<file path="src/rtl/prv_irq_pkg.sv">
package prv_irq_pkg;

    localparam int NIRQ   = 32;
    localparam int PRIO_W = 8;
    localparam int OFFS_W = 12;
    localparam int IDX_W  = $clog2(NIRQ);

    typedef enum logic [1:0] {
        SZ_BYTE  = 2'd0,
        SZ_WORD  = 2'd1,
        SZ_DWORD = 2'd2,
        SZ_BAD   = 2'd3
    } acc_size_e;

    typedef enum logic [4:0] {
        SEL_NONE, SEL_CTRL, SEL_IDENT, SEL_TYPE_LO, SEL_TYPE_HI, SEL_TYPE64,
        SEL_WAKE, SEL_PROP_LO, SEL_PROP_HI, SEL_PROP64, SEL_PNDB_LO,
        SEL_PNDB_HI, SEL_PNDB64, SEL_GROUP, SEL_SEN, SEL_CEN, SEL_SPEND,
        SEL_CPEND, SEL_SACT, SEL_CACT, SEL_PRIO, SEL_CFG0, SEL_CFG1,
        SEL_GMOD, SEL_NSAC
    } reg_sel_e;

    localparam logic [OFFS_W-1:0] OFF_CTRL  = 12'h000;
    localparam logic [OFFS_W-1:0] OFF_IDENT = 12'h004;
    localparam logic [OFFS_W-1:0] OFF_TYPE  = 12'h008;
    localparam logic [OFFS_W-1:0] OFF_WAKE  = 12'h014;
    localparam logic [OFFS_W-1:0] OFF_PROP  = 12'h070;
    localparam logic [OFFS_W-1:0] OFF_PNDB  = 12'h078;
    localparam logic [OFFS_W-1:0] OFF_GROUP = 12'h080;
    localparam logic [OFFS_W-1:0] OFF_SEN   = 12'h100;
    localparam logic [OFFS_W-1:0] OFF_CEN   = 12'h180;
    localparam logic [OFFS_W-1:0] OFF_SPEND = 12'h200;
    localparam logic [OFFS_W-1:0] OFF_CPEND = 12'h280;
    localparam logic [OFFS_W-1:0] OFF_SACT  = 12'h300;
    localparam logic [OFFS_W-1:0] OFF_CACT  = 12'h380;
    localparam logic [OFFS_W-1:0] OFF_PRIO  = 12'h400;
    localparam logic [OFFS_W-1:0] OFF_CFG0  = 12'hC00;
    localparam logic [OFFS_W-1:0] OFF_CFG1  = 12'hC04;
    localparam logic [OFFS_W-1:0] OFF_GMOD  = 12'hD00;
    localparam logic [OFFS_W-1:0] OFF_NSAC  = 12'hE00;

    // Interrupts 0..15 are always edge triggered after reset.
    localparam logic [NIRQ-1:0] EDGE_RESET = 32'h0000_FFFF;

    // Place 16 trigger bits on the odd positions of a word.
    function automatic logic [31:0] cfg_spread(input logic [15:0] v);
        logic [31:0] o;
        o = '0;
        for (int i = 0; i < 16; i++) o[2*i+1] = v[i];
        return o;
    endfunction

    // Collect the odd positions of a word into 16 trigger bits.
    function automatic logic [15:0] cfg_compact(input logic [31:0] w);
        logic [15:0] o;
        for (int i = 0; i < 16; i++) o[i] = w[2*i+1];
        return o;
    endfunction

    function automatic logic [PRIO_W-1:0] prio_ns_store(input logic [PRIO_W-1:0] v);
        return {1'b1, v[PRIO_W-1:1]};
    endfunction

    function automatic logic [PRIO_W-1:0] prio_ns_view(input logic [PRIO_W-1:0] p);
        return {p[PRIO_W-2:0], 1'b0};
    endfunction

endpackage

</file>
<file path="src/rtl/prv_irq_decode.sv">
module prv_irq_decode
    import prv_irq_pkg::*;
(
    input  logic [OFFS_W-1:0] addr,
    input  logic [1:0]        size,
    output reg_sel_e          sel
);
    logic aligned;
    logic in_prio;

    always_comb begin
        case (acc_size_e'(size))
            SZ_BYTE:  aligned = 1'b1;
            SZ_WORD:  aligned = (addr[1:0] == 2'b00);
            SZ_DWORD: aligned = (addr[2:0] == 3'b000);
            default:  aligned = 1'b0;
        endcase
        in_prio = (addr[OFFS_W-1:IDX_W] == OFF_PRIO[OFFS_W-1:IDX_W]);
    end

    always_comb begin
        sel = SEL_NONE;
        if (aligned) begin
            unique case (acc_size_e'(size))
                SZ_BYTE: if (in_prio) sel = SEL_PRIO;
                SZ_WORD: begin
                    case (addr)
                        OFF_CTRL:       sel = SEL_CTRL;
                        OFF_IDENT:      sel = SEL_IDENT;
                        OFF_TYPE:       sel = SEL_TYPE_LO;
                        OFF_TYPE + 4:   sel = SEL_TYPE_HI;
                        OFF_WAKE:       sel = SEL_WAKE;
                        OFF_PROP:       sel = SEL_PROP_LO;
                        OFF_PROP + 4:   sel = SEL_PROP_HI;
                        OFF_PNDB:       sel = SEL_PNDB_LO;
                        OFF_PNDB + 4:   sel = SEL_PNDB_HI;
                        OFF_GROUP:      sel = SEL_GROUP;
                        OFF_SEN:        sel = SEL_SEN;
                        OFF_CEN:        sel = SEL_CEN;
                        OFF_SPEND:      sel = SEL_SPEND;
                        OFF_CPEND:      sel = SEL_CPEND;
                        OFF_SACT:       sel = SEL_SACT;
                        OFF_CACT:       sel = SEL_CACT;
                        OFF_CFG0:       sel = SEL_CFG0;
                        OFF_CFG1:       sel = SEL_CFG1;
                        OFF_GMOD:       sel = SEL_GMOD;
                        OFF_NSAC:       sel = SEL_NSAC;
                        default:        if (in_prio) sel = SEL_PRIO;
                    endcase
                end
                SZ_DWORD: begin
                    case (addr)
                        OFF_TYPE: sel = SEL_TYPE64;
                        OFF_PROP: sel = SEL_PROP64;
                        OFF_PNDB: sel = SEL_PNDB64;
                        default:  sel = SEL_NONE;
                    endcase
                end
                default: sel = SEL_NONE;
            endcase
        end
    end
endmodule

</file>
<file path="src/rtl/prv_irq_prio_bank.sv">
module prv_irq_prio_bank
    import prv_irq_pkg::*;
(
    input  logic                clk,
    input  logic                rst,
    input  logic                wr_en,
    input  logic                word_mode,
    input  logic [IDX_W-1:0]    idx,
    input  logic [31:0]         wdata,
    input  logic                ns_view,
    input  logic [NIRQ-1:0]     group,
    output logic [31:0]         rd_data,
    output logic                changed
);
    localparam int LANES = 32 / PRIO_W;

    logic [PRIO_W-1:0] prio_q   [NIRQ];
    logic [PRIO_W-1:0] prio_nxt [NIRQ];
    logic [NIRQ-1:0]   we;

    always_comb begin
        changed = 1'b0;
        for (int i = 0; i < NIRQ; i++) begin
            logic [IDX_W-1:0] ii;
            logic [1:0]       lane;
            logic             hit;
            logic [PRIO_W-1:0] v;
            ii   = IDX_W'(i);
            hit  = word_mode ? (ii[IDX_W-1:2] == idx[IDX_W-1:2]) : (ii == idx);
            lane = word_mode ? ii[1:0] : 2'd0;
            v    = wdata[PRIO_W*lane +: PRIO_W];
            prio_nxt[i] = ns_view ? prio_ns_store(v) : v;
            we[i] = wr_en && hit && (!ns_view || group[i]);
            if (we[i] && (prio_nxt[i] != prio_q[i])) changed = 1'b1;
        end
    end

    always_ff @(posedge clk) begin
        for (int i = 0; i < NIRQ; i++) begin
            if (rst)        prio_q[i] <= '0;
            else if (we[i]) prio_q[i] <= prio_nxt[i];
        end
    end

    always_comb begin
        rd_data = '0;
        for (int k = 0; k < LANES; k++) begin
            logic [IDX_W-1:0]  ridx;
            logic [PRIO_W-1:0] f;
            ridx = word_mode ? {idx[IDX_W-1:2], 2'(k)} : idx;
            f = prio_q[ridx];
            if (ns_view) f = group[ridx] ? prio_ns_view(f) : '0;
            if (word_mode || k == 0) rd_data[PRIO_W*k +: PRIO_W] = f;
        end
    end
endmodule

</file>
<file path="src/rtl/prv_irq_regs.sv">
module prv_irq_regs
    import prv_irq_pkg::*;
#(
    parameter logic [31:0] IDENT_VAL   = 32'h0003_1D4C,
    parameter logic [63:0] TYPE_VAL    = 64'h0000_0100_0000_0001,
    parameter bit          LPI_SUPPORT = 1'b1
) (
    input  logic              clk,
    input  logic              rst,
    input  logic              sec_disable,
    input  logic [NIRQ-1:0]   irq_level,
    input  logic              req_valid,
    input  logic              req_write,
    input  logic [1:0]        req_size,
    input  logic              req_secure,
    input  logic [OFFS_W-1:0] req_addr,
    input  logic [63:0]       req_wdata,
    output logic              rsp_valid,
    output logic [63:0]       rsp_rdata,
    output logic              update_pulse,
    output logic              rescan_req
);
    typedef struct packed {
        logic [NIRQ-1:0] group;
        logic [NIRQ-1:0] gmod;
        logic [NIRQ-1:0] en;
        logic [NIRQ-1:0] pend;
        logic [NIRQ-1:0] act;
        logic [NIRQ-1:0] edge_t;
        logic [31:0]     nsac;
        logic            sleep;
        logic            lpi_en;
        logic [63:0]     prop;
        logic [63:0]     pndb;
    } bank_t;

    bank_t    st_q, st_d;
    reg_sel_e sel;
    logic     wr, rd;
    logic     ns_restr, sec_only_ok;
    logic [NIRQ-1:0] amask;
    logic [31:0] w32;
    logic [31:0] prio_rd;
    logic        prio_chg;
    logic [63:0] rd_data;
    logic        rescan_d, update_d;

    assign wr          = req_valid && req_write;
    assign rd          = req_valid && !req_write;
    assign ns_restr    = !sec_disable && !req_secure;
    assign sec_only_ok = !sec_disable && req_secure;
    assign amask       = ns_restr ? st_q.group : '1;
    assign w32         = req_wdata[31:0];

    prv_irq_decode u_dec (
        .addr (req_addr),
        .size (req_size),
        .sel  (sel)
    );

    prv_irq_prio_bank u_prio (
        .clk       (clk),
        .rst       (rst),
        .wr_en     (wr && sel == SEL_PRIO),
        .word_mode (req_size == SZ_WORD),
        .idx       (req_addr[IDX_W-1:0]),
        .wdata     (w32),
        .ns_view   (ns_restr),
        .group     (st_q.group),
        .rd_data   (prio_rd),
        .changed   (prio_chg)
    );

    // Write path
    always_comb begin
        logic [NIRQ-1:0] cm;
        st_d     = st_q;
        rescan_d = 1'b0;
        cm       = amask & 32'hFFFF_0000;
        if (wr) begin
            case (sel)
                SEL_CTRL: if (LPI_SUPPORT) begin
                    st_d.lpi_en = w32[0];
                    rescan_d    = w32[0];
                end
                SEL_WAKE:    st_d.sleep = w32[1];
                SEL_PROP_LO: st_d.prop[31:0]  = w32;
                SEL_PROP_HI: st_d.prop[63:32] = w32;
                SEL_PROP64:  st_d.prop        = req_wdata;
                SEL_PNDB_LO: st_d.pndb[31:0]  = w32;
                SEL_PNDB_HI: st_d.pndb[63:32] = w32;
                SEL_PNDB64:  st_d.pndb        = req_wdata;
                SEL_GROUP:   if (!ns_restr) st_d.group = w32;
                SEL_SEN:     st_d.en   = st_q.en   |  (w32 & amask);
                SEL_CEN:     st_d.en   = st_q.en   & ~(w32 & amask);
                SEL_SPEND:   st_d.pend = st_q.pend |  (w32 & amask);
                SEL_CPEND:   st_d.pend = st_q.pend & ~(w32 & amask);
                SEL_SACT:    st_d.act  = st_q.act  |  (w32 & amask);
                SEL_CACT:    st_d.act  = st_q.act  & ~(w32 & amask);
                SEL_CFG1:    st_d.edge_t = (st_q.edge_t & ~cm) |
                                           ({cfg_compact(w32), 16'h0000} & cm);
                SEL_GMOD:    if (sec_only_ok) st_d.gmod = w32;
                SEL_NSAC:    if (sec_only_ok) st_d.nsac = w32;
                default: ;
            endcase
        end
        update_d = wr && (prio_chg ||
                          st_d.group  != st_q.group ||
                          st_d.en     != st_q.en     ||
                          st_d.pend   != st_q.pend   ||
                          st_d.act    != st_q.act    ||
                          st_d.edge_t != st_q.edge_t);
    end

    // Read path
    always_comb begin
        logic [NIRQ-1:0] em;
        em      = st_q.edge_t & amask;
        rd_data = '0;
        case (sel)
            SEL_CTRL:    rd_data[0] = st_q.lpi_en;
            SEL_IDENT:   rd_data[31:0] = IDENT_VAL;
            SEL_TYPE_LO: rd_data[31:0] = TYPE_VAL[31:0];
            SEL_TYPE_HI: rd_data[31:0] = TYPE_VAL[63:32];
            SEL_TYPE64:  rd_data = TYPE_VAL;
            SEL_WAKE:    rd_data[2:1] = {st_q.sleep, st_q.sleep};
            SEL_PROP_LO: rd_data[31:0] = st_q.prop[31:0];
            SEL_PROP_HI: rd_data[31:0] = st_q.prop[63:32];
            SEL_PROP64:  rd_data = st_q.prop;
            SEL_PNDB_LO: rd_data[31:0] = st_q.pndb[31:0];
            SEL_PNDB_HI: rd_data[31:0] = st_q.pndb[63:32];
            SEL_PNDB64:  rd_data = st_q.pndb;
            SEL_GROUP:   rd_data[31:0] = ns_restr ? '0 : st_q.group;
            SEL_SEN, SEL_CEN:     rd_data[31:0] = st_q.en & amask;
            SEL_SPEND, SEL_CPEND: rd_data[31:0] =
                (st_q.pend | (irq_level & ~st_q.edge_t)) & amask;
            SEL_SACT, SEL_CACT:   rd_data[31:0] = st_q.act & amask;
            SEL_PRIO:    rd_data[31:0] = prio_rd;
            SEL_CFG0:    rd_data[31:0] = cfg_spread(em[15:0]);
            SEL_CFG1:    rd_data[31:0] = cfg_spread(em[31:16]);
            SEL_GMOD:    rd_data[31:0] = sec_only_ok ? st_q.gmod : '0;
            SEL_NSAC:    rd_data[31:0] = sec_only_ok ? st_q.nsac : '0;
            default:     rd_data = '0;
        endcase
    end

    always_ff @(posedge clk) begin
        if (rst) begin
            st_q         <= '0;
            st_q.edge_t  <= EDGE_RESET;
            rsp_valid    <= 1'b0;
            rsp_rdata    <= '0;
            update_pulse <= 1'b0;
            rescan_req   <= 1'b0;
        end else begin
            st_q         <= st_d;
            rsp_valid    <= rd;
            rsp_rdata    <= rd ? rd_data : '0;
            update_pulse <= update_d;
            rescan_req   <= rescan_d;
        end
    end
endmodule

</file>
<file path="config.mk">
export PLATFORM = sky130hd
export DESIGN_NAME = prv_irq_regs
export DESIGN_NICKNAME = d
export VERILOG_FILES = /design/src/rtl/prv_irq_pkg.sv /design/src/rtl/prv_irq_decode.sv /design/src/rtl/prv_irq_prio_bank.sv /design/src/rtl/prv_irq_regs.sv
export SDC_FILE = /design/constraint.sdc
export NUM_CORES = 2
export LEC_CHECK = 0
export BUFFER_PORTS_ARGS = -buffer_cell sky130_fd_sc_hd__buf_2
export CAP_MARGIN = 5
export CELL_PAD_IN_SITES_DETAIL_PLACEMENT = 2
export CELL_PAD_IN_SITES_GLOBAL_PLACEMENT = 2
export CORE_MARGIN = 4
export CORE_UTILIZATION = 42
export CTS_CLUSTER_DIAMETER = 50
export DETAILED_ROUTE_END_ITERATION = 16
export PLACE_DENSITY_LB_ADDON = 0.1
export SETUP_SLACK_MARGIN = 0.4
export SLEW_MARGIN = 5
export SYNTH_ARGS = -nofsm -noshare
export SYNTH_HDL_FRONTEND = slang
export SYNTH_SLANG_ARGS = --single-unit
</file>
<file path="constraint.sdc">
create_clock -name clk -period 8.3 [get_ports clk]
set_clock_uncertainty 0.1 [all_clocks]
set_input_delay 0.83 -clock clk [delete_from_list [all_inputs] [get_ports clk]]
set_output_delay 0.83 -clock clk [all_outputs]
set_load 0.02 [all_outputs]
</file>
==> results.toml <==
[clocking]
cts_max_level = 3
hold_buffers = 0
clkLatencyLatePin_ps = 720
clockBufferDepth = 3
cts-root-buf = "clkbuf_16"
cts-resized-gates = 0
clk_pin_slew_worst_paths_ps = 60
post_cts_buffers = 0
cts.sinks = 661
cts_tree = "yes"
numCtsBuffers = 101

[global_route]
grt_max_degree = 198
grt_overflow = 0
antenna_found_initial = 14
grt_pass1_vias = 45400
track_usage_pct = 49.3
grt_pass1_wl_um = 352000

[yosys]
syn-num-nets = 4933
synth_area_leaders = "dfxtp_1 20%, edfxtp_1 19%, nand2_1 7.1%"
synth_area_um2 = 40100
yosys_warnings = 0
seq_area_frac_synth_pct = 39.4
syn_inst = 4817
synth.distinct_cells = 87
synth_edf_count = 256
synth_flop_cell = "dfxtp_1"
synth_top_area_share_pct = 20.2
async_flop_share_pct = 0
synth_common_cells = "756 x nand2_1, 500 x nor2_1, 405 x dfxtp_1"
postSynthAreaPerCell_um2 = 8.32
ys_ff_latch = 661
yosysMostFrequentCell = "nand2_1"
yosysTopAreaCell = "dfxtp_1"

[drt]
wl_per_cell_um = 41.7
ant_nets = 0
num_vias = 45700
routed-wl-met2_um = 103000
drtIter0Drc = 8045
firstDrtPassIters = 8
met3_wirelength_um = 37400
totalWireLength_um = 256000
m1WireLength_um = 94400
drt-vias-per-instance = 7.45
routed.top_layer = "met5"
post-route-drc-count = 0

[sta]
period_needed_ps = 5950
layout_worst_path_cycle_share_pct = 71.7
finalHoldViolCount = 0
slew-limit-headroom_pct = -1.75
worstMarginPinSlew_ps = 1520
setup_viol = 0
maxSlewViolCount = 10
rsz0062_at_grt = "false"
fmax_mhz = 168
setup_tns_ps = 0

[final_layout]
final_cells = 6132
utilization_pct = 48.2
synthToLayoutAreaGrowth_pct = 14.0
fin_nets = 4886
drive_above_1_share_pct = 13.5

[worst_setup_path]
required_ps = 8770
cpMaxStageDelayCell = "a21boi_0"
startpoint_type = "input pin"
crit_path_end = "rsp_rdata[28]"
rr_startpoint = "st_q[324]"
cpPeakStageDelay_ps = 1180
worst_r2r_endpoint = "update_pulse"
arrival_ps = 6430
critPathLaunch = "req_addr[0]"
path_max_fanout = 42
reg2regPathDepth = 10
cp_cell_sequence = "buf_2 > clkinv_1 > nand2_4 > buf_4 > mux4_2 > mux2i_1 > nand2_1 > nand3_1 > a21boi_0 > o2bb2ai_1 > a221oi_1 > a31oi_1"
path_class = "input pin to flop"
ff2ff_setup_slack_ps = 3620
crit_path_end_kind = "flop"

[power]
finalPower_w = 0.00955
worst_ir_drop_vdd_mv = 0.206
p_leak_nw = 15.6
power_density_nw_per_um2 = 209

[die]
die_w_um = 317
initial_core_util_pct = 42.3
floorplan.io_pins = 183
fp-row-count = 113
core_um2 = 94900
die_y_um = 317
die_area_um2 = 100000

[min_path]
hold_class = "flop to flop"

[status]
violations = "capacitance limit, slew limit"
status = "finished with violations"

[placement]
place.gp.congestion = 1.10
dp_hpwl_um = 177000
dp.cells = 5932
port_buffers = 166

[job]
maxCapViolCount = 2
==> cell usage in the layout (no fill, tap or decap), types with 65 or more instances in the layout <==
cell type	count
nand4_1	100
clkbuf_16	102
a22oi_1	65
a211oi_1	154
buf_4	145
xor2_1	131
inv_1	65
o22ai_1	67
dfxtp_1	405
nand2_1	753
o21ai_0	184
and3_1	101
nor2_1	496
nand3_1	211
buf_2	165
a21oi_1	381
xnor2_1	135
edfxtp_1	256
mux4_2	73
mux2i_1	92
==> cell type report <==
class	instances	area, um2
Clock inverter	62	798
Multi-Input combinational cell	3623	22400
Sequential cell	661	15800
Clock buffer	124	2770
Fill cell	10400	49200
Inverter	68	255
Timing Repair Buffer	315	2010
Antenna cell	14	35.0
Tap cell	1265	1580
==> sequential cells by signal, summed over array words and instances (netlist names) <==
signal and flops:
u_prio.prio_q 256, rsp_valid 1, rsp_rdata 64, rescan_req 1, st_q 338, update_pulse 1
==> metal layers <==
layer	track usage, %	vias to the layer above
li1	-	17600
met1	63.4	23200
met2	69.5	3916
met3	17.7	972
met4	32.0	6
met5	0	-
==> where the power goes <==
group | total (W) | switching, W | internal [W]
Sequential | 0.00353 | 0.0000965 | 0.00343
Clock | 0.00465 | 0.00184 | 0.00280
Combinational | 0.00138 | 0.00102 | 0.000360
==> critical path, delay by kind of cell <==
kind                   cells  cell delay, ps
AO/OA/AOI/OAI              4            1730
multiplexers               2             990
buffers and inverters      3            1800
AND/OR/NAND/NOR            3             980
==> through the flow <==
stage / hold slack [ps] / area [um2] / setup WS [ps]
2_1_floorplan: 327 / 40100 / 4230
3_3_place_gp: 337 / 42100 / 2220
3_5_place_dp: 349 / 42100 / 1950
4_1_cts: 356 / 45600 / 2650
5_1_grt: 377 / 45600 / 2430
6_report: 359 / 45700 / 2350
==> worst min-delay path by stage <==
stage | startpoint | endpoint | slack, ps | cells after the start
finish | st_q[153] | st_q[153] | 360 | 2
floorplan | st_q[147] | st_q[147] | 330 | 2
global placement | st_q[308] | st_q[308] | 340 | 2
CTS | st_q[145] | st_q[145] | 360 | 2
global route | st_q[76] | st_q[76] | 380 | 2
detailed placement | st_q[145] | st_q[145] | 350 | 2
==> cells by family after synthesis <==
| kind of cell | share of synthesized area, % |
|---|---|
| flip-flops | 39.4 |
| XOR/XNOR | 5.81 |
| AND/OR/NAND/NOR | 21.5 |
| AO/OA/AOI/OAI | 21.3 |
| multiplexers | 6.69 |
| buffers and inverters | 5.32 |
(Power assumes the default switching activity.)
